**src/rtl/lbus_pkg.sv**
```systemverilog
package lbus_pkg;

    typedef enum logic [1:0] {
        S_IDLE = 2'd0,
        S_T1   = 2'd1,
        S_T2   = 2'd2
    } bstate_e;

    typedef enum logic [2:0] {
        OP_MRD  = 3'd0,
        OP_MWR  = 3'd1,
        OP_IORD = 3'd2,
        OP_IOWR = 3'd3,
        OP_INTA = 3'd4,
        OP_HALT = 3'd5,
        OP_SHUT = 3'd6,
        OP_RSVD = 3'd7
    } dop_e;

    // status bit order: {mio, dc, wr}
    localparam logic [2:0] ST_FETCH = 3'b100;

    function automatic logic [2:0] op_status(input logic [2:0] op);
        logic [2:0] s;
        case (op)
            OP_MRD:  s = 3'b110;
            OP_MWR:  s = 3'b111;
            OP_IORD: s = 3'b010;
            OP_IOWR: s = 3'b011;
            OP_INTA: s = 3'b000;
            OP_HALT: s = 3'b101;
            OP_SHUT: s = 3'b101;
            default: s = 3'b110;
        endcase
        return s;
    endfunction

endpackage

```
**src/rtl/lbus_phase.sv**
```systemverilog
module lbus_phase (
    input  logic clk2,
    input  logic rst,
    output logic ph2
);
    // ph2 high marks the second half of a bus state; the edge that ends it
    // is the only edge at which the sequencer changes state.
    always_ff @(posedge clk2) begin
        if (rst) ph2 <= 1'b0;
        else     ph2 <= ~ph2;
    end
endmodule

```
**src/rtl/lbus_arb.sv**
```systemverilog
module lbus_arb (
    input  logic dreq,
    input  logic freq,
    input  logic mask_d,
    input  logic mask_f,
    output logic gnt_d,
    output logic gnt_f
);
    logic eff_d;
    logic eff_f;

    always_comb begin
        eff_d = dreq & ~mask_d;
        eff_f = freq & ~mask_f;
        gnt_d = eff_d;
        gnt_f = eff_f & ~eff_d;
    end
endmodule

```
**src/rtl/lbus_fmt.sv**
```systemverilog
module lbus_fmt
    import lbus_pkg::*;
#(
    parameter  int AW = 32,
    parameter  int DW = 32,
    localparam int NB = DW / 8
) (
    input  logic          sel_f,
    input  logic [2:0]    op,
    input  logic [AW-1:2] d_addr,
    input  logic [NB-1:0] d_be,
    input  logic [AW-1:2] f_addr,
    output logic [2:0]    status,
    output logic [AW-1:2] addr,
    output logic [NB-1:0] be_n
);
    localparam int HALT_LANE = 2;
    localparam int SHUT_LANE = 0;

    logic [NB-1:0] lane_be_n;

    genvar g;
    generate
        for (g = 0; g < NB; g++) begin : g_lane
            always_comb begin
                if (sel_f)
                    lane_be_n[g] = 1'b0;
                else if (op == OP_HALT)
                    lane_be_n[g] = (g != HALT_LANE);
                else if (op == OP_SHUT)
                    lane_be_n[g] = (g != SHUT_LANE);
                else
                    lane_be_n[g] = ~d_be[g];
            end
        end
    endgenerate

    always_comb begin
        be_n = lane_be_n;
        if (sel_f) begin
            status = ST_FETCH;
            addr   = f_addr;
        end else begin
            status = op_status(op);
            addr   = (op == OP_HALT || op == OP_SHUT) ? '0 : d_addr;
        end
    end
endmodule

```
**src/rtl/lbus_cycle_seq.sv**
```systemverilog
module lbus_cycle_seq
    import lbus_pkg::*;
#(
    parameter  int AW = 32,
    parameter  int DW = 32,
    localparam int NB = DW / 8
) (
    input  logic          clk2,
    input  logic          rst,
    input  logic          dreq,
    input  logic [2:0]    dop,
    input  logic [AW-1:2] daddr,
    input  logic [NB-1:0] dbe,
    input  logic [DW-1:0] dwdata,
    input  logic          freq,
    input  logic [AW-1:2] faddr,
    input  logic          ready_n,
    input  logic [DW-1:0] bus_rdata,
    output logic [AW-1:2] addr,
    output logic [NB-1:0] be_n,
    output logic          mio,
    output logic          dc,
    output logic          wr,
    output logic          ads_n,
    output logic [DW-1:0] wdata,
    output logic          wdata_oe,
    output logic          ddone,
    output logic          fdone,
    output logic [DW-1:0] rdata
);
    bstate_e       state;
    bstate_e       nxt;
    logic          ph2;
    logic          finish;
    logic          owner_f;
    logic          mask_d;
    logic          mask_f;
    logic          gnt_d;
    logic          gnt_f;
    logic          start;
    logic [2:0]    fmt_status;
    logic [AW-1:2] fmt_addr;
    logic [NB-1:0] fmt_be_n;
    logic [2:0]    st_q;
    logic [AW-1:2] addr_q;
    logic [NB-1:0] be_n_q;
    logic [DW-1:0] wdata_q;
    logic [DW-1:0] rdata_q;
    logic          ddone_q;
    logic          fdone_q;

    lbus_phase u_phase (
        .clk2 (clk2),
        .rst  (rst),
        .ph2  (ph2)
    );

    assign finish = (state == S_T2) && ph2 && !ready_n;
    assign mask_d = finish && !owner_f;
    assign mask_f = finish && owner_f;

    lbus_arb u_arb (
        .dreq   (dreq),
        .freq   (freq),
        .mask_d (mask_d),
        .mask_f (mask_f),
        .gnt_d  (gnt_d),
        .gnt_f  (gnt_f)
    );

    lbus_fmt #(.AW(AW), .DW(DW)) u_fmt (
        .sel_f  (gnt_f),
        .op     (dop),
        .d_addr (daddr),
        .d_be   (dbe),
        .f_addr (faddr),
        .status (fmt_status),
        .addr   (fmt_addr),
        .be_n   (fmt_be_n)
    );

    assign start = ph2 && (gnt_d || gnt_f) && ((state == S_IDLE) || finish);

    always_comb begin
        nxt = state;
        unique case (state)
            S_IDLE: if (ph2 && (gnt_d || gnt_f)) nxt = S_T1;
            S_T1:   if (ph2) nxt = S_T2;
            S_T2:   if (finish) nxt = (gnt_d || gnt_f) ? S_T1 : S_IDLE;
            default: nxt = S_IDLE;
        endcase
    end

    always_ff @(posedge clk2) begin
        if (rst) state <= S_IDLE;
        else     state <= nxt;
    end

    always_ff @(posedge clk2) begin
        if (rst) begin
            owner_f <= 1'b0;
            st_q    <= '0;
            addr_q  <= '0;
            be_n_q  <= '1;
            wdata_q <= '0;
            rdata_q <= '0;
            ddone_q <= 1'b0;
            fdone_q <= 1'b0;
        end else begin
            ddone_q <= finish && !owner_f;
            fdone_q <= finish && owner_f;
            if (finish) rdata_q <= bus_rdata;
            if (start) begin
                owner_f <= gnt_f;
                st_q    <= fmt_status;
                addr_q  <= fmt_addr;
                be_n_q  <= fmt_be_n;
                wdata_q <= dwdata;
            end
        end
    end

    assign ads_n    = (state != S_T1);
    assign {mio, dc, wr} = st_q;
    assign addr     = addr_q;
    assign be_n     = be_n_q;
    assign wdata    = wdata_q;
    assign wdata_oe = (state != S_IDLE) && st_q[1] && st_q[0];
    assign ddone    = ddone_q;
    assign fdone    = fdone_q;
    assign rdata    = rdata_q;


    ads_two_chk: assert property (@(posedge clk2) disable iff (rst)
        $fell(ads_n) |=> !ads_n);

    ads_end_chk: assert property (@(posedge clk2) disable iff (rst)
        (!ads_n && $past(!ads_n)) |=> ads_n);

    t1_hold_chk: assert property (@(posedge clk2) disable iff (rst)
        (state == S_T1 && !ph2) |=> state == S_T1);

    wait_chk: assert property (@(posedge clk2) disable iff (rst)
        (state == S_T2 && ph2 && ready_n) |=> state == S_T2);

    stable_chk: assert property (@(posedge clk2) disable iff (rst)
        (state == S_T2) |-> ($stable(addr) && $stable(be_n) && $stable({mio, dc, wr})));

    done_ready_chk: assert property (@(posedge clk2) disable iff (rst)
        (ddone || fdone) |-> $past(!ready_n));

    done_one_chk: assert property (@(posedge clk2) disable iff (rst)
        $onehot0({ddone, fdone}));

    special_chk: assert property (@(posedge clk2) disable iff (rst)
        (!ads_n && {mio, dc, wr} == 3'b101) |-> (addr == '0 && $countones(~be_n) == 1));

    prio_chk: assert property (@(posedge clk2) disable iff (rst)
        (state == S_IDLE && ph2 && dreq) |=> (state == S_T1 && {mio, dc, wr} != ST_FETCH));

    no001_chk: assert property (@(posedge clk2) disable iff (rst)
        !ads_n |-> ({mio, dc, wr} != 3'b001));
endmodule

```
**config.mk**
```make
export PLATFORM = sky130hd
export DESIGN_NAME = lbus_cycle_seq
export DESIGN_NICKNAME = d
export VERILOG_FILES = /design/src/rtl/lbus_pkg.sv /design/src/rtl/lbus_phase.sv /design/src/rtl/lbus_arb.sv /design/src/rtl/lbus_fmt.sv /design/src/rtl/lbus_cycle_seq.sv
export SDC_FILE = /design/constraint.sdc
export NUM_CORES = 1
export LEC_CHECK = 0
export CAP_MARGIN = 20
export CORE_ASPECT_RATIO = 1.75
export CORE_MARGIN = 2
export CORE_UTILIZATION = 30
export CTS_BUF_LIST = sky130_fd_sc_hd__clkbuf_16
export CTS_CLUSTER_SIZE = 12
export DETAILED_ROUTE_END_ITERATION = 8
export PLACE_DENSITY = 0.75
export SETUP_SLACK_MARGIN = 0.05
export SKIP_CTS_REPAIR_TIMING = 1
export SYNTH_ARGS = -nofsm -noshare
export SYNTH_HDL_FRONTEND = slang
export SYNTH_SLANG_ARGS = --single-unit
```
**constraint.sdc**
```tcl
create_clock -name clk2 -period 4.3 [get_ports clk2]
set_clock_uncertainty 0.15 [all_clocks]
set_input_delay 1.075 -clock clk2 [delete_from_list [all_inputs] [get_ports clk2]]
set_output_delay 1.075 -clock clk2 [all_outputs]
set_load 0.005 [all_outputs]
```
==> results of run 1 <==
## cells by family after synthesis
| family | synth area share, % |
|---|---|
| DFF | 50.1 |
| and+or+nand+nor | 21.0 |
| muxes | 0.234 |
| buffers and inverters | 5.39 |
| AOI/OAI and AO/OA | 22.9 |
| xor gates and xnor gates | 0.410 |
## metal layers
| layer | track usage [%] | up-vias |
|---|---|---|
| met2 | 32.2 | 162 |
| met5 | 0 | - |
| met3 | 3.94 | 25 |
| li1 | - | 2241 |
| met4 | 8.37 | 0 |
| met1 | 20.0 | 2002 |
## worst min-delay path: cells and delay by family, from the launching register on
kind            cells  cell delay (ns)
simple gates        1             0.05
flops               1             0.31
compound gates      1             0.05
## cell usage in the layout, fill, tap and decap left out, drive strengths merged, types with 2 or more instances in the layout
cell type,instances
nand2b,4
inv,6
nor3,4
clkbuf,9
a21oi,71
xor2,2
o21ai,33
clkdlybuf4s50,239
bufinv,2
nor2b,5
nor2,36
nand3,31
a311oi,30
nand2,133
a211oi,2
a2bb2oi,2
dfxtp,107
a211o,4
buf,10
## cell usage after synthesis, types with 5 or more instances
cell type,instances,area share (%)
buf_4,5,0.88
nor2b_1,5,0.73
dfxtp_1,107,50
buf_2,10,1.2
a21oi_1,71,8.3
nor2_1,36,3.2
nand2_1,133,12
nand3_1,31,3.6
o21ai_0,9,1.1
a311oi_2,6,2.1
clkbuf_1,27,2.4
o21ai_1,23,2.7
a311oi_1,24,4.9
## sequential cells by signal (all words and copies together) (netlist names)
signal	count
addr	30
rdata	32
owner_f	1
state	2
fdone	1
st_q	3
ddone	1
be_n	4
wdata	32
u_phase.ph2	1
## layout make-up
class                   count  area share, %
repair buffers            249           34.9
flip-flops and latches    107           30.1
multi-input cells         370           27.3
clock buffers               9           3.16
well taps                 177           3.11
clock inverters             6           1.25
inverters                   4          0.211
## per-stage QoR
stage	cell area (µm²)	cells	hold slack, ns
finish	7130	922	0.305
global route	7130	922	0.323
CTS	7100	921	0.306
detailed placement	6790	906	0.296
global placement	6790	906	0.291
floorplan	4270	526	0.303
## path summary, 6_finish.rpt
path,endpoint,cells past startpoint,slack (ns),from
worst max register to register,addr[29],4,2.18,state[1]
worst min register to register,rdata[4],2,0.31,rdata[4]
worst max-delay path,addr[29],5,1.24,ready_n
worst min-delay path,rdata[4],2,0.31,rdata[4]
## power breakdown
part           switching, µW  internal, µW  total [µW]
logic                    176           253         429
clock network            373           510         883
registers               28.7          1040        1070
total                    578          1800        2380
==> results by group, run 1 <==
Run status
  • Status: finished clean

Detailed routing
  • ANT nets after route: 0
  • Met3 WL: 822 µm
  • Average vias per placed instance: between 4 and 5
  • Via Count: approximately 4400
  • DRC: 0
  • WL/cell: approximately 15 µm
  • Top Layer Used: met4
  • Starting DRT DRC Count: 136
  • 1st-pass router iterations: 4
  • Met1 wire length: 5.13 mm
  • Met2 WL: about 7.3 mm
  • Wirelength, routed: 13.7 mm

Floorplanning
  • Number of I/O pins: about 240
  • Initial core utilization: a little over 30%
  • # rows: between 50 and 60
  • Die Height: roughly 160 µm
  • Chip width: roughly 94 µm
  • Full die area: between 15000 and 20000 µm²
  • Core ar.: approximately 14000 µm²

GRT
  • GRT Total Usage: a little under a fifth
  • Largest net degree at the start of global routing: 108
  • Total grt overflow: 0
  • Initial antenna violation count: 0
  • Vias in the first global route: ~4300
  • First-pass GRT wire length: between 20 and 25 mm

Yosys
  • Asr flop ratio synth: 0%
  • Mean Syn Cell Area: 8.12 µm²
  • Ys flop type: dfxtp_1
  • Seq/Total Area, Yosys: 50.1%
  • #FFs+latches synth: between 100 and 150
  • Synth warn: 0
  • Cell variety after synth: 38
  • Number of flops mapped to enable cells by yosys: 0
  • Mapped Nets: 662
  • Mapped cell area: approximately 4300 µm²
  • Mapped Cells: around 530

Clock tree
  • Clock Tree Root: clkbuf_16
  • Sink Count: 107
  • Clock transition at path regs: about 0.070 ns
  • CTS Buffer Depth: 2
  • Clk_lat worst skew: between 0.3 and 0.4 ns
  • H-Tree Depth: 3
  • TritonCTS clock tree: built
  • Inserted Clock Buffers: 9

Final layout
  • P&R area growth vs syn: 66.8%
  • Sequential cell area: 2140 µm²
  • Area occupied by multi-input gates: just under 2000 µm²
  • ANT cells: 0
  • Final net count: roughly 900
  • Layout fillers: ~1300
  • Layout cells sized above 1: 5.37%
  • Core Util, Final: 51.2%

Timing
  • Slew @ Worst Pin: 0.914 ns
  • Max_slew headroom: approximately 40%
  • Setup_tns: 0 ns
  • Hold Vio Cnt, Final: 0
  • Unrepaired setup endpoints after global routing: false
  • Fmax: roughly 0.33 GHz
  • Final setup fails: 0
  • Tmin final: roughly 3.1 ns
  • Final worst slack: ~1.2 ns
  • Pins Over Slew Limit: 0
  • Final Cycle Share: a little under three quarters

Pwr
  • P_leak: ~0.0025 µW
  • Tot Pwr: 2380 µW
  • PwrDens: approximately 330 nW/µm²
  • Worst VDD drop: 194 µV

Min path
  • Worst hold path class: reg -> reg

Place
  • DP Wirelength: around 9.7 mm
  • Port bufs: 240
  • Pre-CTS setup slack: around 0.8 ns
  • Placer Congestion: about 0.8

Critical path
  • CP top delay family: compound AO/OA/AOI/OAI gates
  • WP data arrival: 3.16 ns
  • Crit path required time: around 4.4 ns
  • CP max stage delay: 0.64 ns
  • Crit Path Class: in -> reg
  • CP max stage cell: o21ai_4
  • Worst path buffer plus inverter count: 1
  • CP startpoint kind: input port
  • CP endpoint kind: register
  • Cells along the critical path: clkdlybuf4s50_1 > nand4bb_2 > o21ai_4 > o21ai_1 > a311oi_2
  • Crit path max fanout: 30

Flow run
  • Max-Cap Viols: 0
(Power assumes the default switching activity.)
==> run 2, diff against run 1 <==
==> constraint.sdc (replaced) <==
create_clock -name clk2 -period 3.1 [get_ports clk2]
set_clock_uncertainty 0.15 [all_clocks]
set_input_delay 0.775 -clock clk2 [delete_from_list [all_inputs] [get_ports clk2]]
set_output_delay 0.775 -clock clk2 [all_outputs]
set_load 0.005 [all_outputs]
==> results by group, run 2 (synthesis results as in run 1) <==
Final layout
  • Commonest cells after routing, fill and taps aside: clkdlybuf4s50_1 (239), nand2_1 (133), dfxtp_1 (107) (unchanged)
  • Layout cells sized above 1: 6.38% (was 5.37%)
  • ANT cells: 0 (unchanged)
  • Most common cell after layout, fill and taps aside: clkdlybuf4s50_1 (unchanged)
  • Final net count: 883 (was 877)
  • Post-Layout Cell Count: 929 (was 922)
  • Core Util, Final: 51.6% (was 51.2%)
  • Sequential cell area: 2140 µm² (unchanged)
  • Area occupied by multi-input gates: 1950 µm² (unchanged)
  • Layout fillers: 1324 (was 1331)
  • Finished Cell Area: 7180 µm² (was 7130 µm²)
  • P&R area growth vs syn: 68.0% (was 66.8%)

Place
  • DP Wirelength: 10.1 mm (was 9.72 mm)
  • Cell count after placement: 913 (was 906)
  • Placer Congestion: 0.815 (was 0.804)
  • Dpl cell area: 6900 µm² (was 6790 µm²)
  • Port bufs: 240 (unchanged)

Clock tree
  • CTS Buffer Depth: 2 (unchanged)
  • Sink Count: 107 (unchanged)
  • Clock Tree Root: clkbuf_16 (unchanged)
  • Inserted Clock Buffers: 9 (unchanged)
  • H-Tree Depth: 3 (unchanged)
  • Clock transition at path regs: 0.07 ns (about the same)
  • TritonCTS clock tree: built (unchanged)
  • Clk_lat worst skew: 0.33 ns (was 0.34 ns)

Detailed routing
  • Wirelength, routed: 13.9 mm (was 13.7 mm)
  • ANT nets after route: 0 (unchanged)
  • DRC: 0 (unchanged)
  • Via Count: 4447 (was 4430)
  • WL/cell: 15.0 µm (was 14.8 µm)
  • Starting DRT DRC Count: 144 (was 136)
  • Average vias per placed instance: 4.79 (was 4.80)
  • 1st-pass router iterations: 4 (unchanged)

Critical path
  • CP endpoint kind: output port (was register)
  • Crit path required time: 2.17 ns (was 4.40 ns)
  • WP data arrival: 1.57 ns (was 3.16 ns)
  • CP startpoint kind: register (was input port)
  • Reg2reg setup slack: 1.10 ns (was 2.18 ns)
  • Crit path max fanout: 6 (was 30)
  • Crit Path Class: reg -> out (was in -> reg)

Pwr
  • Register share of total power: 46.7% (was 44.9%)
  • Sw Share: 25.7% (was 24.3%)
  • PwrDens: 443 nW/µm² (was 334 nW/µm²)
  • Worst VDD drop: 360 µV (was 194 µV)
  • P_int: 2360 µW (was 1800 µW)
  • Clock power frac: 34.0% (was 37.1%)
  • P_leak: 0.00249 µW (was 0.00246 µW)
  • Comb pwr share: 19.3% (was 18.0%)
  • Psw: 817 µW (was 578 µW)

Floorplanning
  • Initial core utilization: 30.7% (unchanged)
  • Number of I/O pins: 241 (unchanged)
  • # rows: 57 (unchanged)
  • Full die area: 15300 µm² (unchanged)
  • Core ar.: 13900 µm² (unchanged)
  • Chip width: 94.2 µm (unchanged)
  • Die Height: 162 µm (unchanged)

GRT
  • Largest net degree at the start of global routing: 54 (was 108)
  • Vias in the first global route: 4328 (was 4259)
  • Total grt overflow: 0 (unchanged)
  • GRT Total Usage: 18.0% (about the same)
  • First-pass GRT wire length: 21.7 mm (was 21.6 mm)
  • Initial antenna violation count: 0 (unchanged)

Timing
  • Final Cycle Share: between 80% and 90%
  • Worst hold margin: 0.305 ns (about the same)
  • Slew @ Worst Pin: 0.615 ns (was 0.914 ns)
  • Unrepaired setup endpoints after global routing: false (unchanged)
  • Hold Vio Cnt, Final: 0 (unchanged)
  • Setup_tns: 0 ns (unchanged)
  • Tmin final: about 2.5 ns
  • Max_slew headroom: 59.0% (was 39.0%)
  • Final setup fails: 0 (unchanged)
  • Pins Over Slew Limit: 0 (unchanged)
  • Fmax: 0.401 GHz

Run status
  • Status: finished clean (unchanged)

Flow run
  • Max-Cap Viols: 0 (unchanged)

Min path
  • Worst hold path class: reg -> reg (unchanged)
[run 2: cell types whose count changed in the layout (fill, tap and decap cells not counted)]
cell | previous run | this run
buf_12 | 0 | 5
buf_16 | 1 | 0
buf_4 | 9 | 11
bufinv_16 | 2 | 0
clkinv_1 | 1 | 0
clkinv_2 | 0 | 2
clkinv_4 | 0 | 1
clkinvlp_4 | 1 | 2
[run 2: final timing paths]
check | endpoint | depth (start not counted) | from
worst max-delay path | ads_n | 3 | state[1]
worst min-delay path | rdata[14] | 2 | rdata[14]
worst max register to register | be_n[2] | 4 | u_phase.ph2
worst min register to register | rdata[14] | 2 | rdata[14]
[run 2: critical path: stages, from the launching register on]
cell	delay [ns]
dfxtp_1	0.47
inv_2	0.14
nand2_1	0.11
clkdlybuf4s50_1	0.52
[run 2: layer usage]
| layer | up-vias | share of wire, % | GRT usage [%] |
|---|---|---|---|
| met5 | - | 0 | 0 |
| met4 | 0 | 2.6 | 6.72 |
| met3 | 20 | 6.4 | 4.50 |
| met2 | 164 | 54 | 33.7 |
| met1 | 2008 | 37 | 18.9 |
| li1 | 2255 | - | - |
[run 2: layout make-up]
cell class / instances / area share, %
multi-input combinational: 370 / 27.1
sequential: 107 / 29.8
clock buffer: 9 / 3.14
timing repair buffer: 255 / 35.9
clock inverter: 7 / 0.715
tap: 177 / 3.09
inverter: 4 / 0.209
[run 2: through the flow]
step	total power, µW	worst slack (ns)
final	3180	0.609
after global routing	3330	0.488
after CTS	3230	0.589
after detailed placement	2130	0.290
after global placement	2130	0.312
after floorplan	1740	1.08
[run 2: power by group through the flow]
stage / Combinational (µW) / Sequential (µW) / Clock, µW
finish: 613 / 1480 / 1080
global route: 668 / 1490 / 1170
CTS: 622 / 1480 / 1120
detailed placement: 618 / 1520 / 0
global placement: 615 / 1510 / 0
floorplan: 226 / 1520 / 0
==> run 3, diff against run 2 <==
--- a/config.mk
+++ b/config.mk
@@ -12,7 +12,7 @@
 export CTS_BUF_LIST = sky130_fd_sc_hd__clkbuf_16
 export CTS_CLUSTER_SIZE = 12
 export DETAILED_ROUTE_END_ITERATION = 8
-export PLACE_DENSITY = 0.75
+export PLACE_DENSITY = 0.78
 export SETUP_SLACK_MARGIN = 0.05
 export SKIP_CTS_REPAIR_TIMING = 1
 export SYNTH_ARGS = -nofsm -noshare
==> constraint.sdc (replaced) <==
create_clock -name clk2 -period 2.1 [get_ports clk2]
set_clock_uncertainty 0.15 [all_clocks]
set_input_delay 0.525 -clock clk2 [delete_from_list [all_inputs] [get_ports clk2]]
set_output_delay 0.525 -clock clk2 [all_outputs]
set_load 0.005 [all_outputs]
==> results by group, run 3 (synthesis results as in run 1) <==
Critical path
  • CP max stage cell: dfxtp_1 (was clkdlybuf4s50_1)
  • CP max stage delay: 0.50 ns (was 0.52 ns)
  • WP data arrival: 2.04 ns (was 1.57 ns)
  • CP endpoint kind: register (was output port)
  • CP startpoint kind: register (unchanged)
  • Crit path required time: 2.20 ns (was 2.17 ns)
  • Crit Path Class: reg -> reg (was reg -> out)
  • Crit path max fanout: 15 (was 6)
  • Cells along the critical path: nand4bb_4 > buf_4 > o21ai_4 > clkbuf_16 > o21ai_1 > a311oi_2 (was inv_2 > nand2_1 > clkdlybuf4s50_1)

Final layout
  • Finished Cell Area: 7570 µm² (was 7180 µm²)
  • ANT cells: 0 (unchanged)
  • Most common cell after layout, fill and taps aside: clkdlybuf4s50_1 (unchanged)
  • Layout cells sized above 1: 9.46% (was 6.38%)
  • Core Util, Final: 54.4% (was 51.6%)
  • Commonest cells after routing, fill and taps aside: clkdlybuf4s50_1 (234), nand2_1 (133), dfxtp_1 (103) (was clkdlybuf4s50_1 (239), nand2_1 (133), dfxtp_1 (107))
  • Final net count: 903 (was 883)
  • P&R area growth vs syn: 77.1% (was 68.0%)

Floorplanning
  • Die Height: 162 µm (unchanged)
  • Initial core utilization: 30.7% (unchanged)
  • Full die area: 15300 µm² (unchanged)
  • Chip width: 94.2 µm (unchanged)
  • Number of I/O pins: 241 (unchanged)
  • # rows: 57 (unchanged)
  • Core ar.: 13900 µm² (unchanged)

Detailed routing
  • Starting DRT DRC Count: 200 (was 144)
  • WL/cell: 15.3 µm (was 15.0 µm)
  • Average vias per placed instance: 4.89 (was 4.79)
  • DRC: 0 (unchanged)
  • Wirelength, routed: 14.6 mm (was 13.9 mm)
  • ANT nets after route: 0 (unchanged)
  • 1st-pass router iterations: 4 (unchanged)
  • Via Count: 4644 (was 4447)

GRT
  • First-pass GRT wire length: 21.4 mm (was 21.7 mm)
  • Vias in the first global route: 4314 (was 4328)
  • GRT Total Usage: 17.8% (was 18.0%)
  • Initial antenna violation count: 0 (unchanged)
  • Largest net degree at the start of global routing: 49 (was 54)
  • Total grt overflow: 0 (unchanged)

Timing
  • Tmin final: approximately 1.9 ns
  • Hold Vio Cnt, Final: 0 (unchanged)
  • Final Cycle Share: between 90 and 100%
  • Fmax: between 0.5 and 0.6 GHz
  • Final setup fails: 0 (unchanged)
  • Pins Over Slew Limit: 0 (unchanged)
  • Unrepaired setup endpoints after global routing: false (unchanged)
  • Max_slew headroom: 60.6% (was 59.0%)
  • Worst hold margin: 0.303 ns (was 0.305 ns)
  • Final worst slack: 0.164 ns (was 0.609 ns)
  • Slew @ Worst Pin: 0.590 ns (was 0.615 ns)

Min path
  • Worst hold path class: reg -> reg (unchanged)

Place
  • Dpl cell area: 7080 µm² (was 6900 µm²)
  • Placer Congestion: 0.831 (was 0.815)
  • Pre-CTS setup slack: -0.367 ns (was 0.290 ns)
  • DP Wirelength: 10.3 mm (was 10.1 mm)
  • Port bufs: 240 (unchanged)

Run status
  • Status: finished clean (unchanged)

Pwr
  • PwrDens: 662 nW/µm² (was 443 nW/µm²)
  • P_leak: 0.00272 µW (was 0.00249 µW)
  • Worst VDD drop: 353 µV (was 360 µV)

Clock tree
  • H-Tree Depth: 3 (unchanged)
  • Clock Tree Root: clkbuf_16 (unchanged)
  • TritonCTS clock tree: built (unchanged)
  • Sink Count: 107 (unchanged)
  • Clock transition at path regs: 0.07 ns (about the same)
  • Inserted Clock Buffers: 9 (unchanged)
  • CTS Buffer Depth: 2 (unchanged)
  • Clk_lat worst skew: 0.33 ns (about the same)

Flow run
  • Max-Cap Viols: 0 (unchanged)
==> run 3: cell count changes in the layout (fill, tap and decap cells not counted), sizes merged <==
cell           previous run  this run
clkdlybuf4s50           239       234
clkinv                    3         1
dlymetal6s2s              0         5
clkbuf                    9        12
bufinv                    0         2
inv                       6         7
buf                      16        33
clkinvlp                  2         1
==> run 3: per-layer routing <==
layer  track usage (%)  vias to the layer above  wire (µm)
li1                  -                     2294          -
met1              19.1                     2130       5390
met2              32.7                      191       7800
met3              4.04                       29        869
met4              7.91                        0        493
met5                 0                        -          0
==> run 3: through the flow <==
step	TNS [ns]	power (µW)	instances
after detailed placement	-22.51	3190	924
after CTS	-0.423	5040	940
after floorplan	0	2570	526
final	0	5000	949
after global placement	-18.64	3180	924
after global routing	0	5230	949
==> run 3: worst max-delay path: cells and delay by family (launching register included) <==
kind	cells	cell delay, ns
AOI/OAI and AO/OA	3	0.61
buffers and inverters	2	0.41
DFF	1	0.50
and+or+nand+nor	1	0.18
==> run 3: power breakdown <==
group / internal, µW / switching [µW]
combinational: 596 / 389
sequential: 2130 / 60.3
clock: 1060 / 772
total: 3780 / 1220
==> run 3: cell type report <==
class	count	area [µm²]
clock inverters	7	100
flip-flops and latches	107	2150
inverters	4	15.0
repair buffers	275	2880
clock buffers	9	225
well taps	177	221
fillers	1247	6340
multi-input cells	370	1970
==> run 3: path summary, 6_finish.rpt <==
| kind | startpoint | end | slack, ns | cells past startpoint |
|---|---|---|---|---|
| max | u_phase.ph2 | addr[30] | 0.16 | 6 |
| min | wdata[23] | wdata[23] | 0.30 | 2 |
| max reg2reg | u_phase.ph2 | addr[30] | 0.16 | 6 |
| min reg2reg | wdata[23] | wdata[23] | 0.30 | 2 |
